### src/rtl/vl_pkg.sv
package vl_pkg;
  localparam int NUM_LANES = 3;

  typedef enum logic [1:0] {
    LANE_IO = 2'd0,
    LANE_LO = 2'd1,
    LANE_HI = 2'd2
  } lane_e;

  // strict priority: high lane, then low lane, then I/O lane
  function automatic logic [NUM_LANES-1:0] pick_grant(input logic [NUM_LANES-1:0] elig);
    logic [NUM_LANES-1:0] g;
    g = '0;
    if (elig[LANE_HI])      g[LANE_HI] = 1'b1;
    else if (elig[LANE_LO]) g[LANE_LO] = 1'b1;
    else if (elig[LANE_IO]) g[LANE_IO] = 1'b1;
    return g;
  endfunction

  function automatic logic [1:0] lane_of(input logic [NUM_LANES-1:0] g);
    logic [1:0] l;
    if (g[LANE_HI])      l = LANE_HI;
    else if (g[LANE_LO]) l = LANE_LO;
    else                 l = LANE_IO;
    return l;
  endfunction
endpackage

### src/rtl/vl_fifo.sv
module vl_fifo #(
  parameter int DEPTH = 4,
  parameter int W     = 16
) (
  input  logic         clk,
  input  logic         rst_n,
  input  logic         push,
  input  logic [W-1:0] wdata,
  input  logic         pop,
  output logic [W-1:0] head,
  output logic         empty,
  output logic         full
);
  localparam int PW = (DEPTH > 1) ? $clog2(DEPTH) : 1;
  localparam int CNTW = $clog2(DEPTH + 1);

  logic [W-1:0]    mem [DEPTH];
  logic [PW-1:0]   wr_ptr, rd_ptr;
  logic [CNTW-1:0] count;

  function automatic logic [PW-1:0] wrap_inc(input logic [PW-1:0] p);
    return (p == PW'(DEPTH - 1)) ? '0 : p + 1'b1;
  endfunction

  assign empty = (count == '0);
  assign full  = (count == CNTW'(DEPTH));
  assign head  = mem[rd_ptr];

  always_ff @(posedge clk) begin
    if (!rst_n) begin
      wr_ptr <= '0;
      rd_ptr <= '0;
      count  <= '0;
    end else begin
      if (push && !full) begin
        mem[wr_ptr] <= wdata;
        wr_ptr      <= wrap_inc(wr_ptr);
      end
      if (pop && !empty) rd_ptr <= wrap_inc(rd_ptr);
      case ({push && !full, pop && !empty})
        2'b10:   count <= count + 1'b1;
        2'b01:   count <= count - 1'b1;
        default: count <= count;
      endcase
    end
  end
endmodule

### src/rtl/vl_credit.sv
module vl_credit #(
  parameter int MAX  = 4,
  parameter int INIT = 2,
  parameter int CW   = $clog2(MAX + 1)
) (
  input  logic          clk,
  input  logic          rst_n,
  input  logic          ret,
  input  logic          take,
  output logic [CW-1:0] count,
  output logic          zero
);
  function automatic logic [CW-1:0] credit_step(input logic [CW-1:0] c,
                                                input logic r, input logic t);
    int v;
    v = int'(c) + (r ? 1 : 0) - (t ? 1 : 0);
    if (v > MAX) v = MAX;
    if (v < 0)   v = 0;
    return CW'(v);
  endfunction

  assign zero = (count == '0);

  always_ff @(posedge clk) begin
    if (!rst_n) count <= CW'(INIT);
    else        count <= credit_step(count, ret, take);
  end
endmodule

### src/rtl/vl_wb_hold.sv
module vl_wb_hold #(
  parameter int AW = 8,
  parameter int DW = 16
) (
  input  logic          clk,
  input  logic          rst_n,
  input  logic          load,
  input  logic [AW-1:0] load_addr,
  input  logic [DW-1:0] load_data,
  input  logic          ack_valid,
  input  logic [AW-1:0] ack_addr,
  input  logic          fwd_valid,
  input  logic [AW-1:0] fwd_addr,
  output logic          busy,
  output logic [AW-1:0] held_addr,
  output logic [DW-1:0] held_data,
  output logic          hit
);
  logic take_in, release_hold;

  assign take_in      = load && !busy;
  assign release_hold = busy && ack_valid && (ack_addr == held_addr);
  assign hit          = busy && fwd_valid && (fwd_addr == held_addr);

  always_ff @(posedge clk) begin
    if (!rst_n) begin
      busy      <= 1'b0;
      held_addr <= '0;
      held_data <= '0;
    end else begin
      if (take_in) begin
        busy      <= 1'b1;
        held_addr <= load_addr;
        held_data <= load_data;
      end else if (release_hold) begin
        busy <= 1'b0;
      end
    end
  end
endmodule

### src/rtl/vc_lane_arbiter.sv
module vc_lane_arbiter
  import vl_pkg::*;
#(
  parameter int MSG_W       = 16,
  parameter int DEPTH       = 4,
  parameter int CREDIT_MAX  = 4,
  parameter int CREDIT_INIT = 2,
  parameter int AW          = 8,
  parameter int DW          = 16
) (
  input  logic                   clk,
  input  logic                   rst_n,
  input  logic [2:0]             in_valid,
  input  logic [3*MSG_W-1:0]     in_msg,
  output logic [2:0]             in_ready,
  input  logic [2:0]             credit_ret,
  output logic                   out_valid,
  output logic [1:0]             out_lane,
  output logic [MSG_W-1:0]       out_msg,
  input  logic                   wb_load,
  input  logic [AW-1:0]          wb_addr,
  input  logic [DW-1:0]          wb_data,
  output logic                   wb_ready,
  output logic                   wb_busy,
  input  logic                   ack_valid,
  input  logic [AW-1:0]          ack_addr,
  input  logic                   fwd_valid,
  input  logic [AW-1:0]          fwd_addr,
  output logic                   fwd_hit,
  output logic [DW-1:0]          fwd_data
);
  localparam int CW = $clog2(CREDIT_MAX + 1);

  // named internal events for the checker
  logic [NUM_LANES-1:0]    fifo_empty, fifo_full;
  logic [NUM_LANES-1:0]    credit_zero;
  logic [NUM_LANES-1:0]    eligible;
  logic [NUM_LANES-1:0]    grant;
  logic [NUM_LANES*CW-1:0] credit_flat;
  logic [MSG_W-1:0]        head [NUM_LANES];
  logic [1:0]              sel_lane;
  logic [AW-1:0]           hold_addr;
  logic [DW-1:0]           hold_data;

  for (genvar l = 0; l < NUM_LANES; l++) begin : g_lane
    vl_fifo #(.DEPTH(DEPTH), .W(MSG_W)) u_fifo (
      .clk   (clk),
      .rst_n (rst_n),
      .push  (in_valid[l]),
      .wdata (in_msg[l*MSG_W +: MSG_W]),
      .pop   (grant[l]),
      .head  (head[l]),
      .empty (fifo_empty[l]),
      .full  (fifo_full[l])
    );

    vl_credit #(.MAX(CREDIT_MAX), .INIT(CREDIT_INIT), .CW(CW)) u_credit (
      .clk   (clk),
      .rst_n (rst_n),
      .ret   (credit_ret[l]),
      .take  (grant[l]),
      .count (credit_flat[l*CW +: CW]),
      .zero  (credit_zero[l])
    );

    assign in_ready[l] = !fifo_full[l];
    assign eligible[l] = !fifo_empty[l] && !credit_zero[l];
  end

  assign grant    = pick_grant(eligible);
  assign sel_lane = lane_of(grant);

  always_ff @(posedge clk) begin
    if (!rst_n) begin
      out_valid <= 1'b0;
      out_lane  <= LANE_IO;
      out_msg   <= '0;
    end else begin
      out_valid <= |grant;
      if (|grant) begin
        out_lane <= sel_lane;
        out_msg  <= head[sel_lane];
      end
    end
  end

  vl_wb_hold #(.AW(AW), .DW(DW)) u_hold (
    .clk       (clk),
    .rst_n     (rst_n),
    .load      (wb_load),
    .load_addr (wb_addr),
    .load_data (wb_data),
    .ack_valid (ack_valid),
    .ack_addr  (ack_addr),
    .fwd_valid (fwd_valid),
    .fwd_addr  (fwd_addr),
    .busy      (wb_busy),
    .held_addr (hold_addr),
    .held_data (hold_data),
    .hit       (fwd_hit)
  );

  assign wb_ready = !wb_busy;
  assign fwd_data = hold_data;
endmodule

### config.mk
export PLATFORM = sky130hd
export DESIGN_NAME = vc_lane_arbiter
export DESIGN_NICKNAME = d
export VERILOG_FILES = /design/src/rtl/vl_pkg.sv /design/src/rtl/vl_fifo.sv /design/src/rtl/vl_credit.sv /design/src/rtl/vl_wb_hold.sv /design/src/rtl/vc_lane_arbiter.sv
export SDC_FILE = /design/constraint.sdc
export NUM_CORES = 1
export LEC_CHECK = 0
export ABC_AREA = 0
export BUFFER_PORTS_ARGS = -buffer_cell sky130_fd_sc_hd__buf_2
export CORE_UTILIZATION = 45
export CTS_CLUSTER_SIZE = 40
export DETAILED_ROUTE_END_ITERATION = 6
export HOLD_SLACK_MARGIN = 0.02
export SLEW_MARGIN = 20
export SYNTH_ARGS = -nofsm -noshare
export SYNTH_HDL_FRONTEND = slang
export SYNTH_HIERARCHICAL = 1
export SYNTH_SLANG_ARGS = --single-unit
### constraint.sdc
create_clock -name clk -period 3.8 [get_ports clk]
set_clock_uncertainty 0.05 [all_clocks]
set_input_delay 0.95 -clock clk [delete_from_list [all_inputs] [get_ports clk]]
set_output_delay 0.95 -clock clk [all_outputs]
set_load 0.02 [all_outputs]
==> flow_metrics.py <==
metrics = {
    "final_layout": {
        "nets": 1070,
        "finish.utilization_pct": 54.04,
        "fill_cells": 2163,
        "regArea_um2": 7367,
        "synthToLayoutAreaGrowth_pct": 16.54,
        "drive_gt1_share_pct": 29.53,
        "multi_input_area_um2": 3916,
    },
    "floorplan": {
        "dieHeight_um": 163.8,
        "initial_core_util_pct": 46.37,
        "die_area_um2": 26820,
        "core-area_um2": 25400,
        "die_x_um": 163.8,
        "io_pins": 140,
        "num_rows": 58,
    },
    "route": {
        "drtAntennaViolNets": 0,
        "drc_errors": 0,
        "viasPerCell": 5.246,
        "wl_per_cell_um": 18.30,
        "drtPass1Iterations": 4,
        "wl_mm": 23.57,
        "first_iter_violations": 398,
        "vias": 6757,
    },
    "timing": {
        "relSlewSlack_pct": 38.29,
        "rsz0062_at_grt": "false",
        "worst_pin_slew_ns": 0.9256,
        "fin_tns_setup_ns": 0,
        "setup_viol": 0,
        "finalHoldViolCount": 0,
        "final.period_utilization_pct": 82.91,
        "fin_crit_ns": 3.151,
        "fmax_mhz": 317.4,
        "drv_slew": 0,
    },
    "global_routing": {
        "antenna_found_initial": 4,
        "grt_pass1_wl_mm": 36.75,
        "grt_max_degree": 60,
        "grt_usage_pct": 17.86,
        "grt_pass1_vias": 6745,
        "grt_overflow_total": 0,
    },
    "critical_path": {
        "criticalPathCategory": "flip-flop to flip-flop",
        "cp_data_arrival_time_ns": 3.55,
        "reg2regPathDepth": 11,
        "worst_setup_path_start_kind": "flip-flop",
        "end_kind": "flip-flop",
        "cp.required_ns": 4.20,
        "crit_fanout": 20,
    },
    "clock_tree": {
        "clkSlewWorstSetupHoldPaths_ns": 0.06,
        "clk_path_buf_depth": 3,
        "cts_root_buf": "clkbuf_16",
        "clock_sinks": 272,
        "cts_buffers": 29,
        "ctsHoldBuffers": 0,
        "post-cts-setup-buffer-count": 0,
        "cts_tree": "yes",
        "insertion_delay_ns": 0.53,
        "cts_resized": 0,
        "htree_levels": 1,
    },
    "logic_synthesis": {
        "netlist_instances": 782,
        "ys_seq_elements": 272,
        "syn_nets": 920,
        "synth.top_cell.area_share_pct": 48.95,
        "synthFlopType": "edfxtp_1",
        "syn_area_per_cell_um2": 15.06,
        "async_flop_share_pct": 0,
        "synth_area_um2": 11780,
        "yosys-top-cells-area": "edfxtp_1 (49%), dfxtp_1 (14%), mux4_2 (5.7%), mux4_1 (4.0%), ha_1 (3.5%)",
        "yosys_warnings": 6,
        "synth_cell_types": 54,
        "synth-seq-area-share_pct": 62.55,
        "synth_area_leader_cell": "edfxtp_1",
        "synth_edf_count": 192,
    },
    "power_and_ir_drop": {
        "power_leakage_uw": 0.005049,
        "powerDensity_nw_per_um2": 702.1,
        "p_clk_share_pct": 28.7,
        "seqPwrFrac_pct": 38.9,
        "pwr-share-comb_pct": 32.3,
        "switchingPower_uw": 3135,
        "peakVddDrop_mv": 0.3791,
        "swShare_pct": 32.54,
        "p_int_uw": 6501,
    },
    "min_path": {
        "min-delay-path-class": "flip-flop to flip-flop",
        "min_path_cells": 2,
    },
    "placement": {
        "io_buffers": 139,
        "dpl.hpwl_mm": 16.33,
        "gp_congestion": 0.7513,
    },
    "run": {
        "maxCapViolations": 0,
    },
    "outcome": {
        "status": "finished clean",
    },
}
## cells in the mapped netlist (8+ instances only)
master,count
a211oi_1,8
a211oi_2,8
a21boi_2,20
and3_1,13
buf_2,12
clkbuf_1,10
dfxtp_1,80
edfxtp_1,192
ha_1,33
inv_1,47
mux4_1,18
mux4_2,30
nand2_1,85
nand3_1,9
nor3_1,12
nor3b_1,20
o21ai_0,17
o221ai_1,16
o22ai_1,16
xnor2_1,12
xor2_1,10
## cells by family after synthesis
logic type | after synthesis | synth area share, %
AND/OR/NAND/NOR | 184 | 8.148
adder cells (fa/ha/maj) | 39 | 4.526
multiplexers | 54 | 10.26
buffers and inverters | 91 | 4.281
XOR/XNOR | 22 | 1.636
AO/OA/AOI/OAI | 120 | 8.595
flip-flops | 272 | 62.55
## area by class of cell
cell class | instances | area share [%]
multi-input combinational | 419 | 28.53
antenna | 3 | 0.05469
inverter | 48 | 1.349
tap | 330 | 3.008
clock inverter | 17 | 1.222
sequential | 272 | 53.67
timing repair buffer | 162 | 6.436
clock buffer | 37 | 5.725
## layer usage
layer	global-route usage [%]	vias up	part of all wire [%]
met4	4.419	2	1.3
met2	29.47	180	47
met3	3.561	25	7.3
met5	0	-	0.055
li1	-	3274	-
met1	24.25	3276	44
## critical path, cell delays in order (launching register included)
cell and delay [ns]:
dfxtp_1 0.35, nor3_1 0.40, or2_1 0.23, clkinv_4 0.19, nor2_1 0.24, ha_1 0.16
inv_1 0.04, ha_1 0.20, fa_1 0.44, and2b_1 0.21, a221o_1 0.35, a221oi_2 0.21
## flip-flops by register name, indices dropped and copies added, names as in the netlist, named ones only
name	flops
u_hold/busy	1
out_lane	2
out_valid	1
g_lane.u_fifo/count	9
g_lane.u_fifo/wr_ptr	6
g_lane.u_credit/count	9
out_msg	16
g_lane.u_fifo/rd_ptr	6
u_hold/held_data	16
u_hold/held_addr	8
g_lane.u_fifo/mem	192
## final timing paths
check                             from                     endpoint  slack [ns]
min               u_hold/held_data[10]         u_hold/held_data[10]        0.42
min reg2reg       u_hold/held_data[10]         u_hold/held_data[10]        0.42
max          g_lane[2].u_fifo/count[1]  g_lane[1].u_credit/count[2]        0.65
max reg2reg  g_lane[2].u_fifo/count[1]  g_lane[1].u_credit/count[2]        0.65
## through the flow
step | area, um^2 | std cells | hold WS [ns] | setup WS (ns) | power (uW)
4_1_cts | 13720 | 1285 | 0.4191 | 0.6342 | 9734
3_5_place_dp | 12760 | 1231 | 0.4089 | 0.6477 | 6944
3_3_place_gp | 12760 | 1231 | 0.3996 | 0.6948 | 6916
2_1_floorplan | 11780 | 782 | 0.4177 | 0.8058 | 6234
6_report | 13730 | 1288 | 0.4171 | 0.6495 | 9637
5_1_grt | 13720 | 1286 | 0.4346 | 0.4274 | 10200
## cell usage in the layout (no fill, tap or decap), drive strengths merged, types with 23 or more instances in the layout
| cell type | n |
|---|---|
| ha | 33 |
| nor3b | 23 |
| mux4 | 48 |
| nand2 | 85 |
| a21boi | 27 |
| buf | 162 |
| clkbuf | 37 |
| inv | 49 |
| edfxtp | 192 |
| dfxtp | 80 |
## power by group through the flow
stage               clock network [uW]  registers (uW)  logic [uW]
finish                            2770            3750        3120
floorplan                            0            3780        2450
global placement                     0            3810        3110
detailed placement                   0            3820        3120
CTS                               2830            3760        3140
global route                      2950            3800        3450
No activity file was read; power rests on OpenSTA's default activity.
